[src/rtl/gir_pkg.sv]
package gir_pkg;
  // Default pin counts of the three ports.
  localparam int DEF_A_PINS = 14;
  localparam int DEF_B_PINS = 24;
  localparam int DEF_C_PINS = 32;

  // Summary-line bundle, one bit per port.
  typedef struct packed {
    logic port_c;
    logic port_b;
    logic port_a;
  } gir_sum_t;
endpackage

[src/rtl/gir_sel_reg.sv]
module gir_sel_reg #(
  parameter int WIDTH = 32
) (
  input  logic             clk,
  input  logic             rst_n,
  input  logic             wr,
  input  logic [WIDTH-1:0] wdata,
  output logic [WIDTH-1:0] q
);
  always_ff @(posedge clk or negedge rst_n) begin
    if (!rst_n)  q <= '0;
    else if (wr) q <= wdata;
  end
endmodule

[src/rtl/gir_direct_mux.sv]
module gir_direct_mux #(
  parameter int A_PINS = 14,
  parameter int B_PINS = 24,
  parameter int C_PINS = 32,
  localparam int SHARED_B = C_PINS - A_PINS,
  localparam int N_DIRECT = A_PINS + B_PINS
) (
  input  logic [A_PINS-1:0]   porta,
  input  logic [B_PINS-1:0]   portb,
  input  logic [C_PINS-1:0]   portc,
  input  logic [C_PINS-1:0]   sel,
  output logic [N_DIRECT-1:0] direct
);
  // Lines shared between port A and port C.
  for (genvar i = 0; i < A_PINS; i++) begin : g_a_share
    assign direct[i] = sel[i] ? portc[i] : porta[i];
  end

  // Lines shared between the low port B pins and the upper port C pins.
  for (genvar j = 0; j < SHARED_B; j++) begin : g_b_share
    assign direct[A_PINS+j] = sel[A_PINS+j] ? portc[A_PINS+j] : portb[j];
  end

  // Port B pins that have a line of their own.
  for (genvar k = SHARED_B; k < B_PINS; k++) begin : g_b_own
    assign direct[A_PINS+k] = portb[k];
  end
endmodule

[src/rtl/gir_summary.sv]
module gir_summary
  import gir_pkg::*;
#(
  parameter int A_PINS = 14,
  parameter int C_PINS = 32,
  localparam int SHARED_B = C_PINS - A_PINS
) (
  input  logic [A_PINS-1:0]   porta,
  input  logic [SHARED_B-1:0] portb_shared,
  input  logic [C_PINS-1:0]   portc,
  input  logic [C_PINS-1:0]   sel,
  output gir_sum_t            sum
);
  logic [A_PINS-1:0]   a_left;
  logic [SHARED_B-1:0] b_left;
  logic [C_PINS-1:0]   c_left;

  // Collect the pins that lost their direct line, then OR each port.
  always_comb begin
    a_left = porta & sel[A_PINS-1:0];
    b_left = portb_shared & sel[C_PINS-1:A_PINS];
    c_left = portc & ~sel;
    sum.port_a = |a_left;
    sum.port_b = |b_left;
    sum.port_c = |c_left;
  end
endmodule

[src/rtl/gir_out_reg.sv]
module gir_out_reg #(
  parameter int WIDTH = 41
) (
  input  logic             clk,
  input  logic             rst_n,
  input  logic [WIDTH-1:0] d,
  output logic [WIDTH-1:0] q
);
  always_ff @(posedge clk or negedge rst_n) begin
    if (!rst_n) q <= '0;
    else        q <= d;
  end
endmodule

[src/rtl/gpio_irq_router.sv]
module gpio_irq_router
  import gir_pkg::*;
#(
  parameter int A_PINS = DEF_A_PINS,
  parameter int B_PINS = DEF_B_PINS,
  parameter int C_PINS = DEF_C_PINS,
  localparam int SHARED_B = C_PINS - A_PINS,
  localparam int N_DIRECT = A_PINS + B_PINS,
  localparam int N_LINES  = N_DIRECT + 3
) (
  input  logic               clk,
  input  logic               rst_n,
  input  logic [A_PINS-1:0]  porta_irq,
  input  logic [B_PINS-1:0]  portb_irq,
  input  logic [C_PINS-1:0]  portc_irq,
  input  logic               sel_wr,
  input  logic [C_PINS-1:0]  sel_wdata,
  output logic [C_PINS-1:0]  sel_rdata,
  output logic [N_LINES-1:0] irq_lines
);
  logic [C_PINS-1:0]   sel_q;
  logic [N_DIRECT-1:0] direct;
  gir_sum_t            sum;

  gir_sel_reg #(.WIDTH(C_PINS)) u_sel (
    .clk   (clk),
    .rst_n (rst_n),
    .wr    (sel_wr),
    .wdata (sel_wdata),
    .q     (sel_q)
  );

  gir_direct_mux #(.A_PINS(A_PINS), .B_PINS(B_PINS), .C_PINS(C_PINS)) u_mux (
    .porta  (porta_irq),
    .portb  (portb_irq),
    .portc  (portc_irq),
    .sel    (sel_q),
    .direct (direct)
  );

  gir_summary #(.A_PINS(A_PINS), .C_PINS(C_PINS)) u_sum (
    .porta        (porta_irq),
    .portb_shared (portb_irq[SHARED_B-1:0]),
    .portc        (portc_irq),
    .sel          (sel_q),
    .sum          (sum)
  );

  gir_out_reg #(.WIDTH(N_LINES)) u_out (
    .clk   (clk),
    .rst_n (rst_n),
    .d     ({sum.port_c, sum.port_b, sum.port_a, direct}),
    .q     (irq_lines)
  );

  assign sel_rdata = sel_q;
endmodule

[config.mk]
export PLATFORM = sky130hd
export DESIGN_NAME = gpio_irq_router
export DESIGN_NICKNAME = d
export VERILOG_FILES = /design/src/rtl/gir_pkg.sv /design/src/rtl/gir_sel_reg.sv /design/src/rtl/gir_direct_mux.sv /design/src/rtl/gir_summary.sv /design/src/rtl/gir_out_reg.sv /design/src/rtl/gpio_irq_router.sv
export SDC_FILE = /design/constraint.sdc
export NUM_CORES = 1
export LEC_CHECK = 0
export BUFFER_PORTS_ARGS = -buffer_cell sky130_fd_sc_hd__clkbuf_2
export CELL_PAD_IN_SITES_DETAIL_PLACEMENT = 2
export CELL_PAD_IN_SITES_GLOBAL_PLACEMENT = 2
export CORE_MARGIN = 3
export CORE_UTILIZATION = 28
export DETAILED_ROUTE_END_ITERATION = 10
export GPL_TIMING_DRIVEN = 0
export PLACE_DENSITY = 0.79
export SLEW_MARGIN = 10
export SYNTH_ARGS = -nofsm -noshare
export SYNTH_HDL_FRONTEND = slang
export SYNTH_HIERARCHICAL = 1
export SYNTH_SLANG_ARGS = --single-unit
[constraint.sdc]
create_clock -name clk -period 1.3 [get_ports clk]
set_input_delay 0.26 -clock clk [delete_from_list [all_inputs] [get_ports clk]]
set_output_delay 0.26 -clock clk [all_outputs]
set_load 0.005 [all_outputs]
==> impl_metrics.env <==
export IMPL_synthCells=220
export IMPL_grt_first_pass_wirelength_mm=16.9
export IMPL_synth_async_reset_ratio=1.00
export IMPL_antenna_found_initial=0
export IMPL_synth_top_family_by_area="multiplexers"
export IMPL_drt_vias_per_instance=4.55
export IMPL_syn_avg_cell_area_um2=15.1
export IMPL_final_nets=517
export IMPL_ys_ff_latch=73
export IMPL_hold_depth=1
export IMPL_critPathMaxFanout=2
export IMPL_period_needed_ns=1.29
export IMPL_start_util=0.288
export IMPL_synth_mux_area_fraction=0.287
export IMPL_drc_errors=0
export IMPL_startpoint_type="flip-flop"
export IMPL_status="finished, final reports clean"
export IMPL_synthesis_nets=325
export IMPL_hold_ws_ns=0.0372
export IMPL_fin_crit_sh=0.993
export IMPL_grt_remaining_overflow=0
export IMPL_ant_nets=0
export IMPL_antennaDiodeCount=0
export IMPL_cts_tree="built"
export IMPL_dieArea_um2=13200
export IMPL_clock_skew_ns=0.00336
export IMPL_core_area_um2=11500
export IMPL_r2r_slack_ns=0.009
export IMPL_hold_path_startpoint="portb_irq[22]"
export IMPL_setup_tns_ns=0
export IMPL_rsz0062_at_grt="true"
export IMPL_slew_violations=0
export IMPL_worstSetupEndpointType="flip-flop"
export IMPL_synth_area_leaders="dfrtp_1 55%, mux2_4 28%, inv_1 3.6%"
export IMPL_cts_buffers=9
export IMPL_yosysTopAreaCellShare=0.550
export IMPL_yosysUniqueCellTypes=16
export IMPL_place_congestion=0.749
export IMPL_clock_sinks=73
export IMPL_die_h_um=115
export IMPL_grt_start_max_net_pins=42
export IMPL_rows=39
export IMPL_wire_per_inst_um=20.5
export IMPL_leakage_uw=0.00257
export IMPL_clock_fmax_mhz=775
export IMPL_synth_compound_area_frac=0.0754
export IMPL_track_usage=0.174
export IMPL_synthFlopType="dfrtp_1"
export IMPL_r2r_end="u_out/q[39]"
export IMPL_clock_latency_ns=0.33
export IMPL_setup_viol=0
export IMPL_dr_pass1_iters=4
export IMPL_multi_input_area_um2=1310
export IMPL_cts_root_buf="clkbuf_16"
export IMPL_cts_path_max_buffers=2
export IMPL_cap_violations=0
export IMPL_path_class="flip-flop to flip-flop"
export IMPL_synth_common_cells="73 x dfrtp_1, 62 x mux2_4, 32 x inv_1"
export IMPL_drt_iter0_markers=84
export IMPL_synth_most_common_cell="dfrtp_1"
export IMPL_wl_mm=11.4
export IMPL_syn_area_um2=3320
export IMPL_worstPathArrival_ns=1.49
export IMPL_slew_headroom=0.679
export IMPL_seq_area_frac_synth=0.550
export IMPL_synth_edff_count=0
export IMPL_worst_slew_pin_slew_ns=0.481
export IMPL_synth_fa_ha_area_frac=0
export IMPL_dieWidth_um=115
export IMPL_final_util=0.415
export IMPL_synth_simple_area_share=0.0162
export IMPL_yosys_warnings=6
export IMPL_nFillCells=1202
export IMPL_h_tree_depth=3
export IMPL_path_clk_slew_ns=0.05
export IMPL_yosysTopAreaCell="dfrtp_1"
export IMPL_place_port_buffers=170
export IMPL_dp_hpwl_mm=9.00
export IMPL_syn_to_final_growth_pct=43.9
export IMPL_io_pin_count=178
export IMPL_grt_pass1_vias=2865
export IMPL_r2r_start="u_sel/q[16]"
export IMPL_regArea_um2=1840
export IMPL_hold_path_end="u_out/q[36]"
export IMPL_cp_required_ns=1.50
export IMPL_max_vdd_ir_drop_mv=0.461
export IMPL_hold_violations=0
export IMPL_dr_total_vias=2537
export IMPL_power_density_nw_per_um2=1280
export IMPL_r2r_worst_path_cells=4
export IMPL_power_uw=6130
export IMPL_final_layout_size_suffix_gt1_frac=0.687
export IMPL_critPathLaunch="u_sel/q[16]"
export IMPL_synth_xor_area_share=0
export IMPL_worstHoldPathType="input port to flip-flop"
## area by class of cell
class	instances	share of cell area
sequential	73	0.385
multi-input combinational	105	0.274
timing repair buffer	181	0.200
clock buffer	14	0.0552
tap	143	0.0374
inverter	32	0.0251
buffer	10	0.0243
## worst max-delay path by stage
stage                             end  slack, ns  cells after the start
after floorplan           u_out/q[39]       0.14                      4
after global placement    u_sel/q[29]      -0.70                      1
after global routing      u_out/q[39]      -0.10                      4
after CTS                 u_out/q[39]      -0.03                      4
final                     u_out/q[39]      0.009                      4
after detailed placement  u_out/q[38]      -0.14                      4
## placed cells by master, fill, tap and decap left out
cell type	n
a221oi_2	5
a22o_1	3
a22o_4	1
a22oi_1	5
a22oi_2	2
and3_1	1
buf_12	4
buf_4	14
buf_6	2
clkbuf_1	3
clkbuf_16	9
clkbuf_2	169
clkbuf_4	1
clkbuf_8	2
dfrtp_1	64
dfrtp_2	9
dlygate4sd3_1	1
inv_1	32
mux2_2	2
mux2_4	62
nand2_1	1
nand4_1	3
nor4_1	1
nor4_2	3
o22ai_1	16
## sequential cells by signal, summed over array words and instances (netlist names)
| name | flops |
|---|---|
| u_out/q | 41 |
| u_sel/q | 32 |
## per-layer routing
layer | track usage | vias up | share of wire
met5 | 0 | - | 0
met4 | 0.0673 | 0 | 0.016
met3 | 0.0405 | 12 | 0.051
met2 | 0.301 | 93 | 0.53
met1 | 0.208 | 1268 | 0.40
li1 | - | 1164 | -
## timing repair
item / 4_1_cts / 5_1_grt
pin swaps: 4 / 4
gates resized for setup: 11 / 7
hold buffers: 1 / 0
setup endpoints to repair: 2 / 4
endpoints found under the hold margin: 32 / 0
setup buffers: 4 / 5
## through the flow
step / cell area [µm²] / std cells / setup slack, ns
6_report: 4780 / 558 / 0.00919
5_1_grt: 4780 / 558 / -0.102
4_1_cts: 4710 / 553 / -0.0334
3_5_place_dp: 4370 / 534 / -0.142
3_3_place_gp: 4350 / 533 / -0.705
2_1_floorplan: 3320 / 220 / 0.141
## where the power goes
part	switching [µW]	total, µW	internal, µW
logic	471	1180	709
registers	198	2690	2490
clock network	887	2260	1380
total	1560	6130	4580
## worst max-delay path: stages, from the launching register on
cell	delay (ns)
dfrtp_2	0.41
a22o_4	0.27
a221oi_2	0.18
and3_1	0.22
nand4_1	0.08
## cells by family after synthesis
logic type,after synthesis
buffers and inverters,42
DFF,73
and+or+nand+nor,9
AOI/OAI and AO/OA,32
muxes,64
No activity file was read; power rests on OpenSTA's default activity.
